[src/rtl/vlink_pkg.sv]
package vlink_pkg;
  localparam int BITS_PER_WORD = 7;
  localparam int LANE_COUNT    = 5;
  localparam int CTRL_SLOTS    = 3;
  localparam int VID_BITS      = LANE_COUNT * BITS_PER_WORD - CTRL_SLOTS;
  localparam int LANE_C        = 2;
  localparam int LANE_D        = 3;
  localparam int LANE_E        = 4;
  localparam int DE_POS        = 6;
  localparam int VS_POS        = 5;
  localparam int HS_POS        = 4;
  localparam logic [BITS_PER_WORD-1:0] CLK_PATTERN = 7'b1100011;

  // Whether a lane position carries a data bit in the given color mode.
  function automatic logic pos_is_data(logic wide, int lane, int b);
    if (lane == LANE_C && b >= HS_POS) return 1'b0;
    if (lane == LANE_D && b == BITS_PER_WORD - 1 && !wide) return 1'b0;
    if (lane == LANE_E && !wide) return 1'b0;
    return 1'b1;
  endfunction

  // Whether a lane is driven at all in the given color mode.
  function automatic logic lane_in_use(logic wide, int lane);
    return wide || (lane != LANE_E);
  endfunction
endpackage

[src/rtl/vlink_slot_ctr.sv]
module vlink_slot_ctr #(
  parameter int BITS_PER_WORD = 7,
  localparam int SW = $clog2(BITS_PER_WORD)
) (
  input  logic          clk,
  input  logic          rst_n,
  input  logic          bit_en,
  output logic [SW-1:0] slot,
  output logic          frame_load
);
  localparam logic [SW-1:0] LAST = SW'(BITS_PER_WORD - 1);

  assign frame_load = bit_en && (slot == LAST);

  always_ff @(posedge clk) begin
    if (!rst_n)      slot <= '0;
    else if (bit_en) slot <= frame_load ? '0 : slot + SW'(1);
  end

  // slot counter stays inside one period
  p_slot_range_r1: assert property (@(posedge clk) disable iff (!rst_n)
    slot <= LAST);
  // no advance without a strobe
  p_slot_hold_r1: assert property (@(posedge clk) disable iff (!rst_n)
    !bit_en |=> $stable(slot));
  // a boundary always wraps to bit 6 slot
  p_slot_wrap_r1: assert property (@(posedge clk) disable iff (!rst_n)
    frame_load |=> slot == '0);
endmodule

[src/rtl/vlink_lane_map.sv]
module vlink_lane_map
  import vlink_pkg::*;
#(
  parameter int NLANE = LANE_COUNT,
  parameter int BITS  = BITS_PER_WORD,
  parameter int VID_W = VID_BITS,
  localparam int IW   = $clog2(VID_W)
) (
  input  logic                       wide,
  input  logic                       de,
  input  logic                       vs,
  input  logic                       hs,
  input  logic [VID_W-1:0]           video,
  input  logic [VID_W-1:0]           aux,
  output logic [NLANE-1:0][BITS-1:0] frame
);
  logic [VID_W-1:0] word;
  assign word = de ? video : aux;

  always_comb begin
    logic [IW:0] k;
    k = '0;
    frame = '0;
    for (int l = 0; l < NLANE; l++) begin
      for (int b = 0; b < BITS; b++) begin
        if (pos_is_data(wide, l, b) && (k < (IW+1)'(VID_W))) begin
          frame[l][b] = word[k[IW-1:0]];
          k = k + (IW+1)'(1);
        end
      end
    end
    frame[LANE_C][DE_POS] = de;
    frame[LANE_C][VS_POS] = vs;
    frame[LANE_C][HS_POS] = hs;
  end
endmodule

[src/rtl/vlink_lane_drive.sv]
module vlink_lane_drive
  import vlink_pkg::*;
#(
  parameter int NLANE = LANE_COUNT,
  parameter int BITS  = BITS_PER_WORD,
  localparam int SW   = $clog2(BITS)
) (
  input  logic                       clk,
  input  logic                       rst_n,
  input  logic                       frame_load,
  input  logic [SW-1:0]              slot,
  input  logic [NLANE-1:0][BITS-1:0] frame_d,
  input  logic                       wide_d,
  input  logic                       en_d,
  input  logic                       hiz_d,
  output logic [NLANE-1:0]           lane_ser,
  output logic [NLANE-1:0]           lane_hiz,
  output logic                       clk_ser,
  output logic                       clk_hiz
);
  logic [NLANE-1:0][BITS-1:0] frame_q;
  logic                       wide_q, en_q, hiz_q;
  logic [SW-1:0]              bit_sel;

  always_ff @(posedge clk) begin
    if (!rst_n) begin
      frame_q <= '0;
      wide_q  <= 1'b0;
      en_q    <= 1'b0;
      hiz_q   <= 1'b0;
    end else if (frame_load) begin
      frame_q <= frame_d;
      wide_q  <= wide_d;
      en_q    <= en_d;
      hiz_q   <= hiz_d;
    end
  end

  assign bit_sel = SW'(BITS - 1) - slot;

  for (genvar l = 0; l < NLANE; l++) begin : g_lane
    logic used;
    assign used        = lane_in_use(wide_q, l);
    assign lane_ser[l] = en_q && used && frame_q[l][bit_sel];
    assign lane_hiz[l] = en_q ? !used : hiz_q;
  end

  assign clk_ser = en_q && CLK_PATTERN[bit_sel];
  assign clk_hiz = !en_q && hiz_q;

  // an enabled period opens on a high clock level
  p_clk_open_r9: assert property (@(posedge clk) disable iff (!rst_n)
    (en_q && slot == '0) |-> clk_ser);
  // the clock lane is low in the middle slot
  p_clk_mid_r9: assert property (@(posedge clk) disable iff (!rst_n)
    (slot == SW'(3)) |-> !clk_ser);
endmodule

[src/rtl/vlink_serializer.sv]
module vlink_serializer
  import vlink_pkg::*;
#(
  parameter int NLANE = LANE_COUNT,
  parameter int BITS  = BITS_PER_WORD,
  parameter int VID_W = VID_BITS,
  localparam int SW   = $clog2(BITS)
) (
  input  logic             clk,
  input  logic             rst_n,
  input  logic             bit_en,
  input  logic             col_wide,
  input  logic [VID_W-1:0] pix_video,
  input  logic [VID_W-1:0] pix_aux,
  input  logic             pix_de,
  input  logic             pix_vs,
  input  logic             pix_hs,
  input  logic             out_en,
  input  logic             dis_hiz,
  input  logic             lock_n,
  input  logic             hpd,
  output logic [NLANE-1:0] lane_ser,
  output logic [NLANE-1:0] lane_hiz,
  output logic             clk_ser,
  output logic             clk_hiz,
  output logic             lock_n_out,
  output logic             hpd_out
);
  logic [SW-1:0]              slot;
  logic                       frame_load;
  logic                       link_up;
  logic [NLANE-1:0][BITS-1:0] frame_d;

  assign link_up    = out_en && !lock_n;
  assign lock_n_out = lock_n;
  assign hpd_out    = hpd;

  vlink_slot_ctr #(.BITS_PER_WORD(BITS)) u_slot (
    .clk(clk), .rst_n(rst_n), .bit_en(bit_en),
    .slot(slot), .frame_load(frame_load)
  );

  vlink_lane_map #(.NLANE(NLANE), .BITS(BITS), .VID_W(VID_W)) u_map (
    .wide(col_wide), .de(pix_de), .vs(pix_vs), .hs(pix_hs),
    .video(pix_video), .aux(pix_aux), .frame(frame_d)
  );

  vlink_lane_drive #(.NLANE(NLANE), .BITS(BITS)) u_drive (
    .clk(clk), .rst_n(rst_n), .frame_load(frame_load), .slot(slot),
    .frame_d(frame_d), .wide_d(col_wide), .en_d(link_up), .hiz_d(dis_hiz),
    .lane_ser(lane_ser), .lane_hiz(lane_hiz),
    .clk_ser(clk_ser), .clk_hiz(clk_hiz)
  );

  // data enable leads lane C right after the boundary
  p_de_slot_r3: assert property (@(posedge clk) disable iff (!rst_n)
    frame_load |=> lane_ser[LANE_C] == ($past(link_up) && $past(pix_de)));
  // a disabled period is low everywhere with flags from the mode input
  p_gate_low_r8: assert property (@(posedge clk) disable iff (!rst_n)
    (frame_load && !link_up) |=>
      (lane_ser == '0 && !clk_ser && lane_hiz == {NLANE{$past(dis_hiz)}}));
  // flags move only at a boundary
  p_flag_hold_r10: assert property (@(posedge clk) disable iff (!rst_n)
    !frame_load |=> ($stable(lane_hiz) && $stable(clk_hiz)));
  // no output moves without a strobe
  p_out_hold_r1: assert property (@(posedge clk) disable iff (!rst_n)
    !bit_en |=> ($stable(lane_ser) && $stable(clk_ser)));
  // an enabled narrow period idles lane E
  p_narrow_idle_r5: assert property (@(posedge clk) disable iff (!rst_n)
    (frame_load && link_up && !col_wide) |=> (lane_hiz[LANE_E] && !lane_ser[LANE_E]));
endmodule

[config.mk]
export PLATFORM = sky130hd
export DESIGN_NAME = vlink_serializer
export DESIGN_NICKNAME = d
export VERILOG_FILES = /design/src/rtl/vlink_pkg.sv /design/src/rtl/vlink_slot_ctr.sv /design/src/rtl/vlink_lane_map.sv /design/src/rtl/vlink_lane_drive.sv /design/src/rtl/vlink_serializer.sv
export SDC_FILE = /design/constraint.sdc
export NUM_CORES = 1
export LEC_CHECK = 0
export ABC_AREA = 0
export BUFFER_PORTS_ARGS = -buffer_cell sky130_fd_sc_hd__buf_2
export CAP_MARGIN = 25
export CELL_PAD_IN_SITES_DETAIL_PLACEMENT = 1
export CELL_PAD_IN_SITES_GLOBAL_PLACEMENT = 1
export CORE_ASPECT_RATIO = 1.75
export CORE_MARGIN = 2
export CORE_UTILIZATION = 35
export DETAILED_ROUTE_END_ITERATION = 16
export PLACE_DENSITY = 0.79
export SETUP_SLACK_MARGIN = 0.5
export SLEW_MARGIN = 0
export SYNTH_ARGS = -nofsm -noshare
export SYNTH_HDL_FRONTEND = slang
export SYNTH_SLANG_ARGS = --single-unit
[constraint.sdc]
create_clock -name clk -period 5 [get_ports clk]
set_input_delay 0.25 -clock clk [delete_from_list [all_inputs] [get_ports clk]]
set_output_delay 0.25 -clock clk [all_outputs]
set_load 0.02 [all_outputs]
==> impl_metrics.json <==
{
  "status": "finished clean",
  "p_seq_share_pct": 46.0,
  "final_cell_mix": "buf_2, nand2_1, dfxtp_1",
  "syn_area_sq_mm": 0.00234,
  "fp.dieW_um": 65.8,
  "synth_nets": 333,
  "hold_viol": 0,
  "period_needed_ns": 3.09,
  "crit_fanout": 21,
  "grtUsageTotal_pct": 17.1,
  "clock-root-buffer": "clkbuf_16",
  "arrival_ns": 2.84,
  "worstMarginPinSlew_ns": 0.999,
  "comb_power_share_pct": 11.1,
  "wl_um": 5980,
  "h-tree-depth": 2,
  "die_area_sq_mm": 0.00738,
  "syn_area_per_cell_sq_um": 9.14,
  "endpoint_kind": "output pin",
  "fin_skew_ns": 0.00245,
  "drv_cap": 0,
  "post_cts.repair.setup_buffers": 0,
  "synth_top_family_by_area": "compound AO/OA/AOI/OAI gates",
  "r2r_setup_slack_ns": 2.64,
  "routedWlPerCell_um": 14.9,
  "final_common_cell": "buf_2",
  "hpwl_um": 4440,
  "swShare_pct": 21.7,
  "start_util_pct": 36.1,
  "synth-seq-cells": 41,
  "async_flop_share_pct": 0,
  "initialDrtViolationCount": 64,
  "cts_buffers": 5,
  "synthSimpleGateAreaFrac_pct": 16.7,
  "vias": 2088,
  "required_ns": 4.75,
  "switchingPower_mw": 0.157,
  "r2r-end": "u_drive.en_q",
  "cp-start-kind": "register",
  "dr.pass1.iters": 4,
  "worst_path_max_delay_cell": "dfxtp_1",
  "synth_xor_area_share_pct": 0.749,
  "path_delay_family": "flip-flops",
  "power.share.clock_pct": 42.8,
  "slew_headroom_pct": 33.4,
  "dieHeight_um": 112,
  "grt_pass1_wl_um": 9780,
  "tns_ns": 0,
  "ys_warn_count": 0,
  "clk_latency_ns": 0.28,
  "cp_slowest_stage_delay_ns": 0.90,
  "ys.flop_type": "dfxtp_1",
  "synth_seq_area_share_pct": 35.1,
  "viasPerCell": 5.21,
  "cts_resized": 0,
  "fin_nets": 396,
  "cts_buffer_depth": 2,
  "io_pins": 89,
  "io_buffers": 86,
  "cts.clk_slew.worst_paths_ns": 0.05,
  "synth_mux_area_share_pct": 18.9,
  "antenna_found_initial": 0,
  "synth_fa_ha_area_share_pct": 1.07,
  "period_share_pct": 61.8,
  "vdd_drop_max_uv": 187,
  "clock-sinks": 41,
  "fmax_mhz": 324,
  "postCtsHoldBufs": 0,
  "grt_overflow": 0,
  "powerDensity_mw_per_mm2": 254,
  "setup_violations": 0,
  "insertedDiodeCount": 0,
  "area_delta_synth_final_pct": 21.7,
  "cp.depth": 6,
  "detail-route-antenna-nets": 0,
  "r2r_start": "u_slot.slot[0]",
  "grt_max_degree": 61,
  "hold_path_class": "input port to register",
  "rows": 39,
  "whs_path_depth": 3,
  "gp_congestion": 0.785,
  "core-area_sq_mm": 0.00649,
  "min_from": "pix_vs",
  "min_to": "u_drive.frame_q[19]",
  "grt_pass1_vias": 2159,
  "path_cells": "inv_2 -> ha_1 -> nand2b_1 -> o221ai_1 -> o2111a_1 -> buf_2",
  "reg2regPathDepth": 5,
  "place_area_sq_mm": 0.00271,
  "drc": 0,
  "final_area_sq_mm": 0.00285,
  "internal_power_mw": 0.568,
  "worstSetupPathType": "register to output pin",
  "drive_gt1_share_pct": 31.3,
  "slew_violations": 0,
  "tritoncts": "built",
  "p_leak_nw": 1.51,
  "synth_cells": 256,
  "synth_cell_types": 31,
  "synth_edf_count": 0,
  "rsz0062_at_grt": "no",
  "synth_compound_area_share_pct": 19.3,
  "cp_num_buf_inv": 2
}
synthesized netlist by cell type, drive strengths merged (3+ instances only):
cell type	number	area share [%]
nand2	48	7.7
dfxtp	41	35
mux2i	33	14
o211a	22	9.4
buf	21	5.8
a21boi	16	5.1
nand3	13	2.8
clkbuf	9	1.4
mux2	8	3.8
inv	6	0.96
and3	5	1.3
nor2b	5	1.3
o221ai	5	1.9
a2111oi	4	1.7
and4b	4	1.7
nand3b	3	0.96
per-stage QoR:
stage	std cells	util, %	hold slack [ns]	setup slack [ns]	total power [mW]
detailed placement	394	41.7	0.449	2.26	0.422
global route	401	43.9	0.222	1.70	0.758
global placement	394	41.7	0.440	2.35	0.419
CTS	401	43.9	0.207	1.91	0.735
finish	401	43.9	0.212	1.91	0.725
floorplan	256	-	0.385	2.94	0.390
sequential cells by signal, summed over array words and instances, names as in the netlist:
signal,cells
u_drive.en_q,1
u_drive.frame_q,35
u_drive.g_lane.used,1
u_drive.hiz_q,1
u_slot.slot,3
kinds of logic after synthesis:
| logic type | Yosys count |
|---|---|
| AND/OR/NAND/NOR | 82 |
| AO/OA/AOI/OAI | 51 |
| multiplexers | 42 |
| flip-flops | 41 |
| buffers and inverters | 36 |
| XOR/XNOR | 2 |
| adder cells (fa/ha/maj) | 2 |
per-layer routing:
layer	up-vias	routed length [um]	track usage, %
met1	989	2290	17.9
met2	58	3250	31.2
met5	-	0	0
met4	0	186	9.17
li1	1029	-	-
met3	12	258	3.01
worst register-to-register path, cell delays in order, from the launching register on:
cell and delay [ns]:
dfxtp_1 0.59, inv_2 0.18, ha_1 0.24, and3_2 0.87, nand3b_1 0.21, a21boi_1 0.19
worst max path at each step:
stage	startpoint	to
floorplan	u_slot.slot[0]	lane_ser[4]
global placement	u_slot.slot[0]	lane_ser[1]
detailed placement	u_slot.slot[0]	lane_ser[1]
CTS	u_slot.slot[0]	lane_ser[4]
global route	u_slot.slot[0]	lane_ser[1]
finish	u_slot.slot[0]	lane_ser[4]
layout make-up:
| type | instances | area, sq um |
|---|---|---|
| sequential | 41 | 821 |
| clock buffer | 7 | 143 |
| multi-input combinational | 179 | 1330 |
| tap | 82 | 103 |
| fill | 794 | 3640 |
| timing repair buffer | 86 | 430 |
| inverter | 6 | 22.5 |
power by group through the flow:
| stage | Combinational (mW) | Sequential, mW | Clock [mW] |
|---|---|---|---|
| after detailed placement | 0.0817 | 0.340 | 0 |
| after CTS | 0.0824 | 0.333 | 0.319 |
| final | 0.0807 | 0.333 | 0.310 |
| after global placement | 0.0790 | 0.340 | 0 |
| after floorplan | 0.0539 | 0.336 | 0 |
| after global routing | 0.0904 | 0.334 | 0.334 |
(Power assumes the default switching activity.)
